`src/rtl/sic_pkg.sv`:
```
package sic_pkg;
    localparam int SRC_COUNT = 64;
    localparam int REG_W     = 32;
    localparam int CODE_W    = 6;
    localparam int CODE_LSB  = REG_W - CODE_W;
    localparam int ADDR_W    = 3;

    localparam logic [ADDR_W-1:0] A_MASK_H = 3'd0;
    localparam logic [ADDR_W-1:0] A_MASK_L = 3'd1;
    localparam logic [ADDR_W-1:0] A_PEND_H = 3'd2;
    localparam logic [ADDR_W-1:0] A_PEND_L = 3'd3;
    localparam logic [ADDR_W-1:0] A_SENSE  = 3'd4;
    localparam logic [ADDR_W-1:0] A_VECTOR = 3'd5;

    // detector mode of one line
    typedef enum logic [1:0] {
        SNS_OFF,
        SNS_LEVEL,
        SNS_FALL,
        SNS_BOTH
    } sense_mode_e;

    typedef enum logic [1:0] {
        CLS_NONE,
        CLS_FIXED,
        CLS_EXT,
        CLS_PORT
    } src_class_e;

    function automatic src_class_e src_class(input int n);
        if (n <= 0 || n == 31 || n >= SRC_COUNT) return CLS_NONE;
        if (n >= 19 && n <= 25)                  return CLS_EXT;
        if (n >= 48)                             return CLS_PORT;
        return CLS_FIXED;
    endfunction

    function automatic logic src_in_high(input int n);
        return (n < 16) || (n >= 32 && n < 48);
    endfunction

    // bit inside its word; for external and port sources the sense
    // bit happens to sit at this same position
    function automatic logic [4:0] src_bitpos(input int n);
        int p;
        if      (n < 16) p = 16 - n;
        else if (n < 19) p = 18 - n;
        else if (n < 31) p = 33 - n;
        else if (n < 48) p = 63 - n;
        else             p = n - 32;
        return 5'(p);
    endfunction
endpackage

```
`src/rtl/sic_line.sv`:
```
module sic_line
    import sic_pkg::*;
#(
    parameter int SYNC_STAGES = 2
) (
    input  logic        clk,
    input  logic        rst_n,
    input  logic        line_n,
    input  sense_mode_e mode,
    output logic        hit
);
    localparam int DEPTH = SYNC_STAGES + 1;

    logic [DEPTH-1:0] stg;
    logic             cur;
    logic             prv;

    // idle lines are high, so reset to ones to avoid a false edge
    always_ff @(posedge clk or negedge rst_n) begin
        if (!rst_n) stg <= '1;
        else        stg <= {stg[DEPTH-2:0], line_n};
    end

    assign cur = stg[DEPTH-2];
    assign prv = stg[DEPTH-1];

    always_comb begin
        unique case (mode)
            SNS_OFF:   hit = 1'b0;
            SNS_LEVEL: hit = ~cur;
            SNS_FALL:  hit = prv & ~cur;
            SNS_BOTH:  hit = prv ^ cur;
        endcase
    end
endmodule

```
`src/rtl/sic_pend_bank.sv`:
```
module sic_pend_bank #(
    parameter int N = 64
) (
    input  logic         clk,
    input  logic         rst_n,
    input  logic [N-1:0] set_i,
    input  logic [N-1:0] clr_i,
    output logic [N-1:0] pend_o
);
    // a set in the same cycle as a clear wins
    always_ff @(posedge clk or negedge rst_n) begin
        if (!rst_n) pend_o <= '0;
        else        pend_o <= (pend_o & ~clr_i) | set_i;
    end
endmodule

```
`src/rtl/sic_prio.sv`:
```
module sic_prio #(
    parameter int N      = 64,
    parameter int CODE_W = 6
) (
    input  logic [N-1:0]      req,
    output logic [CODE_W-1:0] code,
    output logic              any
);
    always_comb begin
        code = '0;
        for (int i = N - 1; i >= 0; i--) begin
            if (req[i]) code = CODE_W'(i);
        end
    end

    assign any = |req;
endmodule

```
`src/rtl/scatter_intc.sv`:
```
module scatter_intc
    import sic_pkg::*;
#(
    parameter int SYNC_STAGES = 2
) (
    input  logic                 clk,
    input  logic                 rst_n,
    input  logic                 bus_en,
    input  logic                 bus_we,
    input  logic [ADDR_W-1:0]    bus_addr,
    input  logic [REG_W-1:0]     bus_wdata,
    output logic [REG_W-1:0]     bus_rdata,
    input  logic [SRC_COUNT-1:0] src_n,
    output logic                 irq_out
);
    logic [REG_W-1:0]     mask_hi_q;
    logic [REG_W-1:0]     mask_lo_q;
    logic [REG_W-1:0]     sense_q;
    logic [REG_W-1:0]     pend_hi_view;
    logic [REG_W-1:0]     pend_lo_view;
    logic [REG_W-1:0]     vec_word;
    logic [SRC_COUNT-1:0] hit;
    logic [SRC_COUNT-1:0] pend;
    logic [SRC_COUNT-1:0] enab;
    logic [SRC_COUNT-1:0] clr;
    logic [CODE_W-1:0]    win_code;
    logic                 win_any;
    sense_mode_e          mode [SRC_COUNT];

    logic wr, wr_pend_h, wr_pend_l;
    assign wr        = bus_en & bus_we;
    assign wr_pend_h = wr && (bus_addr == A_PEND_H);
    assign wr_pend_l = wr && (bus_addr == A_PEND_L);

    // writable words
    always_ff @(posedge clk or negedge rst_n) begin
        if (!rst_n) begin
            mask_hi_q <= '0;
            mask_lo_q <= '0;
            sense_q   <= '0;
        end else if (wr) begin
            if (bus_addr == A_MASK_H) mask_hi_q <= bus_wdata;
            if (bus_addr == A_MASK_L) mask_lo_q <= bus_wdata;
            if (bus_addr == A_SENSE)  sense_q   <= bus_wdata;
        end
    end

    // per-source mode, enable and clear from the scattered map
    always_comb begin
        for (int n = 0; n < SRC_COUNT; n++) begin
            logic [4:0] b;
            logic       hi;
            b       = src_bitpos(n);
            hi      = src_in_high(n);
            enab[n] = 1'b0;
            clr[n]  = 1'b0;
            unique case (src_class(n))
                CLS_NONE:  mode[n] = SNS_OFF;
                CLS_FIXED: mode[n] = SNS_LEVEL;
                CLS_EXT:   mode[n] = sense_q[b] ? SNS_FALL : SNS_LEVEL;
                CLS_PORT:  mode[n] = sense_q[b] ? SNS_FALL : SNS_BOTH;
            endcase
            if (src_class(n) != CLS_NONE) begin
                enab[n] = hi ? mask_hi_q[b] : mask_lo_q[b];
                clr[n]  = bus_wdata[b] & (hi ? wr_pend_h : wr_pend_l);
            end
        end
    end

    genvar g;
    generate
        for (g = 0; g < SRC_COUNT; g++) begin : g_line
            sic_line #(.SYNC_STAGES(SYNC_STAGES)) u_line (
                .clk    (clk),
                .rst_n  (rst_n),
                .line_n (src_n[g]),
                .mode   (mode[g]),
                .hit    (hit[g])
            );
        end
    endgenerate

    sic_pend_bank #(.N(SRC_COUNT)) u_pend (
        .clk    (clk),
        .rst_n  (rst_n),
        .set_i  (hit),
        .clr_i  (clr),
        .pend_o (pend)
    );

    sic_prio #(.N(SRC_COUNT), .CODE_W(CODE_W)) u_prio (
        .req  (pend & enab),
        .code (win_code),
        .any  (win_any)
    );

    assign irq_out  = win_any;
    assign vec_word = {win_code, {CODE_LSB{1'b0}}};

    // pending words as software sees them
    always_comb begin
        pend_hi_view = '0;
        pend_lo_view = '0;
        for (int n = 0; n < SRC_COUNT; n++) begin
            if (src_class(n) != CLS_NONE) begin
                if (src_in_high(n)) pend_hi_view[src_bitpos(n)] = pend[n];
                else                pend_lo_view[src_bitpos(n)] = pend[n];
            end
        end
    end

    always_comb begin
        bus_rdata = '0;
        if (bus_en && !bus_we) begin
            case (bus_addr)
                A_MASK_H: bus_rdata = mask_hi_q;
                A_MASK_L: bus_rdata = mask_lo_q;
                A_PEND_H: bus_rdata = pend_hi_view;
                A_PEND_L: bus_rdata = pend_lo_view;
                A_SENSE:  bus_rdata = sense_q;
                A_VECTOR: bus_rdata = vec_word;
                default:  bus_rdata = '0;
            endcase
        end
    end
endmodule

```
`config.mk`:
```
export PLATFORM = sky130hd
export DESIGN_NAME = scatter_intc
export DESIGN_NICKNAME = d
export VERILOG_FILES = /design/src/rtl/sic_pkg.sv /design/src/rtl/sic_line.sv /design/src/rtl/sic_pend_bank.sv /design/src/rtl/sic_prio.sv /design/src/rtl/scatter_intc.sv
export SDC_FILE = /design/constraint.sdc
export NUM_CORES = 1
export LEC_CHECK = 0
export BUFFER_PORTS_ARGS = -buffer_cell sky130_fd_sc_hd__buf_2
export CAP_MARGIN = 5
export CORE_MARGIN = 2
export CORE_UTILIZATION = 53
export CTS_CLUSTER_SIZE = 25
export DETAILED_ROUTE_END_ITERATION = 10
export PLACE_DENSITY = 0.76
export SETUP_SLACK_MARGIN = 0.5
export SLEW_MARGIN = 0
export SYNTH_ARGS = -nofsm -noshare
export SYNTH_HDL_FRONTEND = slang
export SYNTH_SLANG_ARGS = --single-unit
```
`constraint.sdc`:
```
create_clock -name clk -period 2.35 [get_ports clk]
set_clock_uncertainty 0.15 [all_clocks]
set_input_delay 0.47 -clock clk [delete_from_list [all_inputs] [get_ports clk]]
set_output_delay 0.47 -clock clk [all_outputs]
set_load 0.005 [all_outputs]
```
* Word-level counts from Yosys, hierarchy flattened
Cells that the tools add are included.
** Operators by class
- Eq/ne operators :: 74
- Reductions and logical operators :: 32
- Bitwise gates (word level) :: 175
- Muxes and demuxes :: 112
** Operators by type and width (number)
- 6-bit 2-to-1 mux :: 64
- 32-bit case mux with 6 select lines :: 1
- 64-bit bitwise AND :: 2
- 2-bit equality test, second input constant :: 46
- 1-bit case mux with 4 select lines :: 23
- 1-bit bitwise AND :: 86
- 64-bit inverter :: 1
- 64-bit bitwise OR :: 1
- 64-bit OR reduction :: 1
- 1-bit inverter :: 62
- 2-bit by 1-bit equality test with 1-bit output, second input constant :: 23
- 2-bit logical NOT :: 23
- 32-bit 2-to-1 mux :: 1
- 1-bit bitwise XOR :: 23
- 1-bit 2-to-1 mux :: 16
- 2-bit 2-to-1 mux :: 7
- 3-bit by 2-bit equality test with 1-bit output, second input constant :: 2
- 3-bit equality test, second input constant :: 2
- 2-bit AND reduction :: 3
- 3-bit by 1-bit equality test with 1-bit output, second input constant :: 1
- 1-bit logical AND :: 3
- 3-bit logical NOT :: 1
- 1-bit logical NOT :: 1
** Word-level totals
- Flip-flop bits (word level) :: 307

* Depth between registers and ports, before layout
Gate-level depths: netlist of run 1.
- Depth after elaboration :: 67
- Mapped depth :: 8

* Hierarchy
Synthesis of run 1 repeated with hierarchy kept, for this count alone.
** Unflattened totals
- Cell total of the unflattened synthesis :: 1390
- Area, all modules :: 16684.8 um^2
** By module, submodules not included
- sic_line :: times used 64, cells an instance 8, area each 120.1 um^2
- scatter_intc :: times used 1, cells an instance 541, area each 5788.1 um^2
- sic_pend_bank :: times used 1, cells an instance 192, area each 2322.2 um^2
- sic_prio :: times used 1, cells an instance 145, area each 887.1 um^2

* Worst setup path after synthesis of run 1
No wires, ideal clock.
- Kind :: input to output
- From :: in bus_addr[1]
- To :: out bus_rdata[26]
- Required time :: 1.730 ns
- Buffers on the path :: 1
- Setup slack :: -0.001 ns
- Data arrival time :: 1.731 ns
- Stages :: 6
- Cells stage by stage :: buf_2 > mux4_2 > a22oi_1 > nand3_1 > nor3_1 > a21oi_1
** On the way
- Longest elaborated chain between the ends :: 3
- Elaborated cells on any way between the ends :: 8
- Classes of those cells :: 5 x eq/ne; 2 x mux; 1 x reduce/logical
** RTL lines
- start, declared :: RTL line scatter_intc.sv:10 : input logic [ADDR_W-1:0] bus_addr,
- 3-bit equality test, or another cell as far along :: RTL line scatter_intc.sv:115 : case (bus_addr)
- 32-bit case mux with 6 select lines * :: RTL line scatter_intc.sv:115
- 32-bit 2-to-1 mux * :: RTL line scatter_intc.sv:114 : if (bus_en && !bus_we) begin
- end, declared :: RTL line scatter_intc.sv:12 : output logic [REG_W-1:0] bus_rdata,
Every way passes the cells marked *; elsewhere a longest branch is shown, timed or not.

* Final worst setup path of run 1
- From :: reg u_pend.pend_o[13]
- To :: out bus_rdata[26]
** On the way
- Longest elaborated chain between the ends :: 17
** RTL lines
- start, declared :: RTL line sic_pend_bank.sv:8 : output logic [N-1:0] pend_o
- start signal, assigned :: RTL line sic_pend_bank.sv:13 : else pend_o <= (pend_o & ~clr_i) | set_i;
- 64-bit bitwise AND :: RTL line scatter_intc.sv:92 : .req (pend & enab),
- 6-bit 2-to-1 mux (14 in series) :: RTL line sic_prio.sv:12 : if (req[i]) code = CODE_W'(i);
- 32-bit case mux with 6 select lines :: RTL line scatter_intc.sv:115
- 32-bit 2-to-1 mux :: RTL line scatter_intc.sv:114
Every way passes these cells.

==> results.py, run 1 <==
metrics = {
    "outcome": {
        "outcome": "finished with violations",
        "violations": "setup timing",
    },
    "place": {
        "post_dp_cell_area_um2": 15200,
        "dp_slack_ps": -229,
        "dp.cells": 1614,
        "gp_congestion": 0.914,
        "place_hpwl_um": 23900,
        "numPortBuffers": 133,
    },
    "yosys": {
        "yosys.area.top_type": "dfrtp_1",
        "synth_compound_area_share_pct": 10.6,
        "yosys.cell_types.count": 53,
        "synth_fa_ha_area_share_pct": 1.61,
        "synth_edf_count": 0,
        "synth_fp_nets": 1107,
        "ys_seq_area_share_pct": 62.7,
        "syn_inst": 988,
        "postSynthAreaPerCell_um2": 12.6,
        "yosys-top-cells-count": "nand2_1 (209), dfrtp_1 (158), dfstp_2 (147)",
        "ys_ff_latch": 305,
        "synth_area_um2": 12500,
        "synth-async-reset-ratio_pct": 100,
        "yosys_warnings": 0,
        "synth-main-ff-cell": "dfrtp_1",
        "synth_top_family_by_area": "multiplexers",
        "synth_top_area_share_pct": 31.7,
        "yosysMostFrequentCell": "nand2_1",
        "synth_xor_area_share_pct": 0,
        "synthTopCellsByArea": "dfrtp_1 (32%), dfstp_2 (31%), mux2_2 (8.9%)",
        "synth.mux.area_fraction_pct": 12.4,
        "synth_simple_gate_area_share_pct": 10.7,
    },
    "worst_setup_path": {
        "start_kind": "flip-flop",
        "reg2regPathDepth": 4,
        "critPathKind": "flip-flop to output port",
        "cp.required_ps": 1730,
        "crit_arrival_ps": 2510,
        "worst_setup_path_end_kind": "output port",
        "r2r-end": "u_pend.pend_o[63]$_DFF_PN0_",
        "critPathMaxFanout": 3,
        "r2r_slack_ps": 880,
        "regToRegStartpoint": "g_line[63].u_line.stg[1]$_DFF_PN1_",
    },
    "layout": {
        "layout.cells.non_filler": 1763,
        "antenna_cells": 0,
        "drive_gt1_share_pct": 52.4,
        "stdcell_area_um2": 18000,
        "final_nets": 1539,
        "area_growth_pct": 44.6,
    },
    "power": {
        "p_clk_share_pct": 34.7,
        "p_seq_share_pct": 43.1,
        "combPwrFrac_pct": 22.2,
        "netSwitchingFraction_pct": 27.0,
        "power_density_nw_per_um2": 815,
        "irDropWorstVdd_mv": 0.720,
        "p_int_uw": 10700,
        "leakage_uw": 0.00810,
        "power_switching_uw": 3980,
    },
    "global_routing": {
        "grt_pass1_vias": 10617,
        "grt_max_degree": 58,
        "grt_use_total_pct": 29.7,
        "grt-ovfl-total": 0,
        "grt_pass1_wl_um": 56600,
        "antenna_found_initial": 0,
    },
    "timing": {
        "period_needed_ps": 3130,
        "slew_viol_final": 0,
        "tightestPinTransition_ps": 528,
        "hold_viol": 0,
        "rsz0062_at_grt": "yes",
        "setup_violations": 32,
        "fin_tns_setup_ps": -10990,
        "slew_headroom_pct": 64.8,
        "fmax_ghz": 0.320,
        "period_share_pct": 133,
        "fin_ws_ps": -777,
    },
    "routing": {
        "ant_nets": 0,
        "via_count": 10368,
        "drt_iter0_drc": 1055,
        "via_per_inst": 5.88,
        "dr.pass1.iters": 7,
        "drc": 0,
        "drt_wl_total_um": 40400,
        "wl_per_cell_um": 22.9,
    },
    "die": {
        "die_area_um2": 24800,
        "fp.dieH_um": 157,
        "core_um2": 23300,
        "start_util_pct": 53.6,
        "rows": 56,
        "die-width_um": 157,
        "ios": 136,
    },
    "clock_network": {
        "clk_pin_slew_ps": 60,
        "clock-sinks": 305,
        "clkLatencyLatePin_ps": 560,
        "cts_buffers": 30,
        "clockBufferDepth": 3,
        "htree_num_levels": 1,
        "cts_root_buf": "clkbuf_16",
        "cts_tree": "done",
    },
    "worst_hold_path": {
        "hold_start": "bus_wdata[26]",
        "hold_class": "primary input to flip-flop",
        "whs_endpoint": "sense_q[26]$_DFFE_PN0P_",
        "hold_depth": 3,
    },
    "job": {
        "drv_cap": 0,
    },
}
## metrics by stage
step | hold WS (ps) | power [uW] | utilization [%]
floorplan | 24.4 | 7500 | -
global placement | 195 | 8840 | 65.2
detailed placement | 197 | 8930 | 65.2
CTS | 24.3 | 14300 | 74.7
global route | 43.3 | 15200 | 77.5
finish | 61.2 | 14700 | 77.5
## worst max-delay path by stage
| stage | start | to | depth (start not counted) |
|---|---|---|---|
| floorplan | mask_hi_q[7]$_DFFE_PN0P_ | bus_rdata[31] | 6 |
| global placement | bus_addr[1] | bus_rdata[20] | 9 |
| detailed placement | bus_addr[1] | bus_rdata[20] | 9 |
| CTS | u_pend.pend_o[9]$_DFF_PN0_ | bus_rdata[31] | 7 |
| global route | mask_hi_q[7]$_DFFE_PN0P_ | bus_rdata[31] | 7 |
| finish | u_pend.pend_o[13]$_DFF_PN0_ | bus_rdata[26] | 8 |
## logic make-up (layout without fill, tap and decap cells)
family | count (synthesis) | after routing
adder cells (fa/ha/maj) | 16 | 16
flip-flops | 305 | 305
multiplexers | 127 | 127
AO/OA/AOI/OAI | 167 | 167
buffers and inverters | 58 | 514
AND/OR/NAND/NOR | 315 | 315
## cell usage in the layout, fill, tap and decap left out, types with 8 or more instances in the layout
master         synthesis  final
a21oi_1               17     11
a221o_1               16     16
a222oi_1              21     21
a22o_1                15     15
a22oi_1               35     17
a22oi_2                0     18
buf_12                 0     15
buf_2                 22    129
buf_4                  1    175
buf_6                  0     43
clkbuf_16              0     36
clkbuf_8               0      8
dfrtp_1              158    155
dfstp_2              147    147
dlygate4sd3_1          0     63
ha_1                  16     16
inv_1                 21     20
mux2_2                99     13
mux2_4                 0     89
mux2i_1               12     11
mux4_2                12     12
nand2_1              209    206
nand3_1               13     10
nor2_1                55     51
o21ai_0               21     10
o21ai_1                1     10
## cell type report
type	count	area [um^2]
flip-flops and latches	305	7820
fillers	1332	5230
multi-input cells	625	5040
repair buffers	437	3610
clock buffers	42	876
well taps	319	399
clock inverters	14	196
inverters	21	82.6
## power groups by stage
stage          sequential, uW  combinational, uW  clock (uW)
2_1_floorplan            6280               1220           0
6_report                 6330               3270        5100
3_5_place_dp             6350               2580           0
5_1_grt                  6390               3450        5390
3_3_place_gp             6310               2530           0
4_1_cts                  6280               2900        5140
## per-layer routing
metal / global-route usage, % / vias up / wire length [um] / share of wire [%]
li1: - / 4428 / - / -
met1: 37.8 / 5178 / 15400 / 38
met2: 50.8 / 601 / 19700 / 49
met3: 5.34 / 161 / 3380 / 8.4
met4: 11.7 / 0 / 1940 / 4.8
met5: 0 / - / 0 / 0
## state kept, by name, indices dropped and copies added, names as in the netlist
name,flops
g_line.u_line.stg,147
mask_hi_q,32
mask_lo_q,32
sense_q,32
u_pend.pend_o,62
## critical path, cell delays in order (launching register included)
cell       delay, ps
dfrtp_1          410
nand2_2           90
a32oi_2          240
o2111ai_2        190
a2111oi_2        440
o22ai_1          180
a21oi_2          150
buf_4            150
buf_6             90
## repair_timing
item                       CTS  global route
gates cloned                 0            10
hold buffers                63             0
gates resized for setup    116            94
setup endpoints to repair   33           126
hold endpoints to repair    89             0
pin swaps                   25            23
setup buffers                6            14
No activity file was read; power rests on OpenSTA's default activity.
==> inputs of run 2 (changes only) <==
--- a/config.mk
+++ b/config.mk
@@ -7,2 +7,3 @@
 export LEC_CHECK = 0
+export ABC_AREA = 1
 export BUFFER_PORTS_ARGS = -buffer_cell sky130_fd_sc_hd__buf_2
@@ -10,6 +11,6 @@
 export CORE_MARGIN = 2
-export CORE_UTILIZATION = 53
+export CORE_UTILIZATION = 52
 export CTS_CLUSTER_SIZE = 25
 export DETAILED_ROUTE_END_ITERATION = 10
-export PLACE_DENSITY = 0.76
+export PLACE_DENSITY = 0.75
 export SETUP_SLACK_MARGIN = 0.5
==> constraint.sdc (replaced) <==
create_clock -name clk -period 2.35 [get_ports clk]
set_clock_uncertainty 0.15 [all_clocks]
set_input_delay 0.5875 -clock clk [delete_from_list [all_inputs] [get_ports clk]]
set_output_delay 0.5875 -clock clk [all_outputs]
set_load 0.005 [all_outputs]
==> results.py, run 2 <==
metrics = {
    "worst_setup_path": {
        "cp.required_ps": 1610,
        "regToRegStartpoint": "g_line[51].u_line.stg[1]$_DFF_PN1_",
        "r2r_slack_ps": 1000,
        "cp.depth": 65,
        "crit_start": "u_pend.pend_o[63]$_DFF_PN0_",
        "critPathKind": "flip-flop to output port",
        "reg2regPathDepth": 3,
        "critPathMaxFanout": 2,
        "crit_arrival_ps": 4530,
        "critPathSlowestCell": "dfrtp_1",
        "cpLargestDelayFamily": "simple AND/OR/NAND/NOR gates",
        "path_buf_inv": 2,
        "start_kind": "flip-flop",
        "cpPeakStageDelay_ps": 350,
        "r2r-end": "u_pend.pend_o[51]$_DFF_PN0_",
        "crit_top_cell": "nand2_1",
        "worst_setup_path_end_kind": "output port",
        "worstSetupEndpoint": "bus_rdata[26]",
    },
    "place": {
        "numPortBuffers": 133,
        "place_hpwl_um": 21000,
        "gp_congestion": 0.857,
    },
    "global_routing": {
        "grt_use_total_pct": 27.4,
        "grt-ovfl-total": 0,
        "grt_pass1_wl_um": 52300,
        "grt_max_degree": 70,
        "antenna_found_initial": 0,
        "grt_pass1_vias": 10312,
    },
    "power": {
        "power_density_nw_per_um2": 809,
        "irDropWorstVdd_mv": 0.611,
        "p_total_uw": 13900,
        "leakage_uw": 0.00794,
    },
    "layout": {
        "area_growth_pct": 44.5,
        "largest_registers": "g_line.u_line.stg x147, u_pend.pend_o x62",
        "drive_gt1_share_pct": 42.2,
        "largest_reg_flops": 147,
        "final_cell_mix": "nand2_1 (355), buf_4 (197), dfrtp_1 (158)",
        "seq_area_um2": 7820,
        "mostFrequentLayoutCell": "nand2_1",
        "antenna_cells": 0,
        "multi_input_area_um2": 4200,
        "final_nets": 1718,
        "largest-register": "g_line.u_line.stg",
        "layout.filler_cells": 1366,
    },
    "die": {
        "start_util_pct": 52.8,
        "rows": 55,
        "core_um2": 22600,
        "die_area_um2": 24100,
        "ios": 136,
        "die-width_um": 155,
        "fp.dieH_um": 155,
    },
    "yosys": {
        "yosys.cell_types.count": 29,
        "ys_seq_area_share_pct": 65.6,
        "synth_area_um2": 11900,
        "syn_inst": 1177,
        "synth-main-ff-cell": "dfrtp_1",
        "synth_fp_nets": 1296,
        "yosysMostFrequentCell": "nand2_1",
        "synth-async-reset-ratio_pct": 100,
        "ys_ff_latch": 305,
        "yosys.area.top_type": "dfrtp_1",
        "synth_top_area_share_pct": 33.2,
        "postSynthAreaPerCell_um2": 10.1,
        "synth_edf_count": 0,
        "synthTopCellsByArea": "dfrtp_1 (33%), dfstp_2 (32%), nand2_1 (12%)",
        "yosys_warnings": 0,
        "yosys-top-cells-count": "nand2_1 (377), dfrtp_1 (158), dfstp_2 (147)",
    },
    "timing": {
        "tightestPinTransition_ps": 435,
        "slew_headroom_pct": 71.0,
        "hold_viol": 0,
        "rsz0062_at_grt": "yes",
        "period_needed_ps": 5270,
        "fmax_ghz": 0.190,
        "setup_violations": 33,
        "hold_slack_ps": 191,
        "period_share_pct": 224,
        "fin_ws_ps": -2920,
        "slew_viol_final": 0,
    },
    "routing": {
        "via_per_inst": 5.48,
        "drt_wl_total_um": 34100,
        "drt_iter0_drc": 878,
        "ant_nets": 0,
        "wl_per_cell_um": 17.9,
        "drc": 0,
        "via_count": 10455,
        "dr.pass1.iters": 6,
    },
    "outcome": {
        "outcome": "finished with violations",
        "violations": "setup timing",
    },
    "clock_network": {
        "clkLatencyLatePin_ps": 560,
        "clk_pin_slew_ps": 70,
        "clockBufferDepth": 3,
        "cts_root_buf": "clkbuf_16",
        "clock-sinks": 305,
        "cts_buffers": 30,
        "cts_tree": "done",
        "htree_num_levels": 1,
    },
    "worst_hold_path": {
        "hold_class": "primary input to flip-flop",
    },
    "job": {
        "drv_cap": 0,
    },
}
-- run 2: changes by cell type in the layout (fill, tap and decap cells not counted), sizes merged, moves of 14 or more --
cell,change
a221o,-16
a22oi,-19
a22o,-14
a222oi,-21
nand2,+193
mux2,-103
inv,+58
o21ai,+157
o211ai,+15
a221oi,+17
-- run 2: worst reg2reg max path: cells and delay by family, from the launching register on --
| family | cells | cell delay [ps] |
|---|---|---|
| flip-flops | 1 | 560 |
| adder cells (fa/ha/maj) | 1 | 290 |
| AO/OA/AOI/OAI | 1 | 200 |
| buffers and inverters | 1 | 50 |
-- run 2: worst min path at each step --
stage	from	endpoint	slack [ps]	cells after the start
floorplan	rst_n	mask_hi_q[0]$_DFFE_PN0P_	140	0
global placement	g_line[61].u_line.stg[0]$_DFF_PN1_	g_line[61].u_line.stg[1]$_DFF_PN1_	200	0
detailed placement	g_line[19].u_line.stg[0]$_DFF_PN1_	g_line[19].u_line.stg[1]$_DFF_PN1_	200	0
CTS	bus_wdata[23]	mask_lo_q[23]$_DFFE_PN0P_	180	3
global route	bus_wdata[4]	mask_lo_q[4]$_DFFE_PN0P_	200	3
finish	bus_wdata[5]	mask_lo_q[5]$_DFFE_PN0P_	190	3
-- run 2: area by class of cell --
class	count	area share, %
Clock buffer	43	5.23
Inverter	79	1.97
Clock inverter	13	0.807
Multi-Input combinational cell	752	24.4
Timing Repair Buffer	431	20.1
Tap cell	285	2.07
Sequential cell	305	45.4
-- run 2: cell families (layout without fill, tap and decap cells) --
family	after synthesis	count (layout)	synth area share (%)
compound gates	273	273	13.5
fa+ha+maj	16	16	1.68
simple gates	463	463	15.4
flops	305	305	65.6
buf+inv	120	566	3.78
-- run 2: what timing repair did --
action                                 4_1_cts  5_1_grt
gates cloned                                 2        1
buffers inserted                            14        8
pin swaps                                   27       33
setup endpoints to repair                   33       33
endpoints found under the hold margin       78        0
gates resized for setup                     78       58
hold buffers                                63        0
-- run 2: metrics by stage --
step / setup TNS [ps] / std cells / setup slack, ps / util, % / cell area [um^2]
after floorplan: -2490 / 1177 / -1530 / - / 12100
after global placement: -12740 / 1764 / -2170 / 65.1 / 14700
after detailed placement: -13270 / 1764 / -2190 / 65.1 / 14700
after CTS: -14260 / 1899 / -2830 / 74.7 / 16900
after global routing: -17300 / 1908 / -3460 / 76.3 / 17200
final: -14760 / 1908 / -2920 / 76.3 / 17200
-- run 2: routing by layer --
layer / wire (um) / vias up / track usage, %
met1: 13500 / 5087 / 36.2
met2: 16800 / 490 / 45.9
met5: 0 / - / 0
met3: 2410 / 124 / 4.54
li1: - / 4754 / -
met4: 1410 / 0 / 10.5
-- run 2: report_power, final --
group          total, uW  internal (uW)  switching, uW
clock network       4920           2890           2020
logic               2850           1390           1460
registers           6150           5840            313
total              13900          10100           3800
==> inputs of run 3 (changes only) <==
- ABC_AREA: 1 -> not set
- CORE_UTILIZATION: 52 -> 53
- PLACE_DENSITY: 0.75 -> 0.76
- SLEW_MARGIN: 0 -> 20
==> results.py, run 3 (same netlist as run 1, synthesis figures left out) <==
metrics = {
    "global_routing": {
        "grt_pass1_vias": 10777,
        "grt_max_degree": 52,
        "grt-ovfl-total": 0,
        "antenna_found_initial": 2,
        "grt_pass1_wl_um": 58200,
        "grt_use_total_pct": 30.6,
    },
    "worst_setup_path": {
        "start_kind": "flip-flop",
        "r2r-end": "u_pend.pend_o[53]$_DFF_PN0_",
        "worst_setup_path_end_kind": "output port",
        "critPathMaxFanout": 2,
        "r2r_slack_ps": 890,
        "regToRegStartpoint": "g_line[53].u_line.stg[1]$_DFF_PN1_",
        "cp.required_ps": 1610,
        "critPathKind": "flip-flop to output port",
        "reg2regPathDepth": 4,
        "crit_arrival_ps": 2550,
    },
    "clock_network": {
        "cts_buffers": 31,
        "cts_tree": "done",
        "clockBufferDepth": 3,
        "htree_num_levels": 1,
        "clk_pin_slew_ps": 60,
        "cts_root_buf": "clkbuf_16",
        "clkLatencyLatePin_ps": 560,
        "clock-sinks": 305,
    },
    "layout": {
        "multi_input_area_um2": 4750,
        "fin_util_pct": 76.4,
        "layout.cells.non_filler": 1774,
        "final_nets": 1547,
        "drive_gt1_share_pct": 52.0,
        "layout.filler_cells": 1375,
        "stdcell_area_um2": 17800,
        "largest_reg_flops": 147,
        "mostFrequentLayoutCell": "nand2_1",
        "seq_area_um2": 7820,
        "final_cell_mix": "nand2_1 (205), buf_4 (171), dfrtp_1 (157)",
        "largest_registers": "g_line.u_line.stg x147, u_pend.pend_o x62",
        "largest-register": "g_line.u_line.stg",
        "area_growth_pct": 42.5,
    },
    "routing": {
        "top_layer_used": "met4",
        "via_count": 10259,
        "drt_wl_total_um": 37500,
        "drc": 0,
        "routed-wl-met2_um": 18100,
        "met3_length_um": 2820,
        "wl_per_cell_um": 21.2,
        "dr.pass1.iters": 7,
        "wl_met1_um": 14600,
        "drt_iter0_drc": 960,
        "ant_nets": 0,
        "via_per_inst": 5.78,
    },
    "timing": {
        "fin_ws_ps": -942,
        "fmax_ghz": 0.304,
        "tightestPinTransition_ps": 427,
        "setup_violations": 33,
        "period_needed_ps": 3290,
        "slew_headroom_pct": 71.3,
        "slew_viol_final": 0,
        "hold_viol": 0,
        "period_share_pct": 140,
        "rsz0062_at_grt": "yes",
    },
    "die": {
        "die_area_um2": 24800,
        "rows": 56,
        "start_util_pct": 53.6,
        "core_um2": 23300,
        "ios": 136,
        "fp.dieH_um": 157,
        "die-width_um": 157,
    },
    "worst_hold_path": {
        "hold_class": "primary input to flip-flop",
        "hold_start": "bus_wdata[31]",
        "hold_depth": 2,
        "whs_endpoint": "mask_lo_q[31]$_DFFE_PN0P_",
    },
    "power": {
        "power_density_nw_per_um2": 816,
        "p_total_uw": 14500,
        "irDropWorstVdd_mv": 0.611,
        "leakage_uw": 0.00791,
    },
    "outcome": {
        "outcome": "finished with violations",
        "violations": "setup timing",
    },
    "place": {
        "post_dp_cell_area_um2": 15300,
        "place_hpwl_um": 24400,
        "dp.cells": 1630,
        "numPortBuffers": 133,
        "gp_congestion": 0.911,
    },
    "job": {
        "drv_cap": 0,
    },
}
==> run 3: what timing repair did <==
action | 4_1_cts | 5_1_grt
endpoints found under the hold margin | 91 | 0
pin swaps | 42 | 22
endpoints found under the setup margin | 113 | 35
setup buffers | 12 | 7
hold buffers | 63 | 0
gates resized for setup | 110 | 32
cloned | 2 | 0
==> run 3: worst max-delay path by stage <==
stage                         end  slack, ps                      from  cells past startpoint
detailed placement  bus_rdata[14]       -620               bus_addr[0]                      6
floorplan           bus_rdata[26]        -70               bus_addr[1]                      6
global route        bus_rdata[26]      -1020  mask_hi_q[8]$_DFFE_PN0P_                      9
CTS                 bus_rdata[31]       -950  mask_lo_q[5]$_DFFE_PN0P_                      8
global placement    bus_rdata[19]       -570               bus_addr[0]                      7
finish              bus_rdata[31]       -940  mask_hi_q[7]$_DFFE_PN0P_                      7
==> run 3: cell type report <==
| cell class | count | area share, % |
|---|---|---|
| antenna | 2 | 0.0282 |
| clock buffer | 41 | 4.86 |
| clock inverter | 17 | 1.19 |
| inverter | 21 | 0.465 |
| multi-input combinational | 625 | 26.7 |
| sequential | 305 | 44.0 |
| tap | 319 | 2.25 |
| timing repair buffer | 444 | 20.5 |
==> run 3: power breakdown <==
part	switching, uW	internal (uW)	total [uW]
logic	1450	1660	3100
registers	398	5890	6290
clock network	2090	3030	5120
==> run 3: critical path, stage by stage (launching register included) <==
cell       delay [ps]
dfrtp_1           380
a22o_1            300
and3b_2           290
nand4_1           180
a2111oi_4         410
nand2_2           130
a21oi_2           160
buf_2             130
==> run 3: layer usage <==
metal  vias up  global-route usage [%]
li1       4462                       -
met1      5093                    39.7
met2       541                    50.6
met3       163                    4.96
met4         0                    14.2
met5         -                       0
==> run 3: per-stage QoR <==
stage | setup slack, ps | hold slack [ps] | setup TNS, ps
6_report | -942 | 173 | -14130
5_1_grt | -1020 | 169 | -16450
4_1_cts | -954 | 158 | -13420
3_5_place_dp | -617 | 197 | -28270
3_3_place_gp | -568 | 195 | -24660
2_1_floorplan | -65.4 | 142 | -65.4
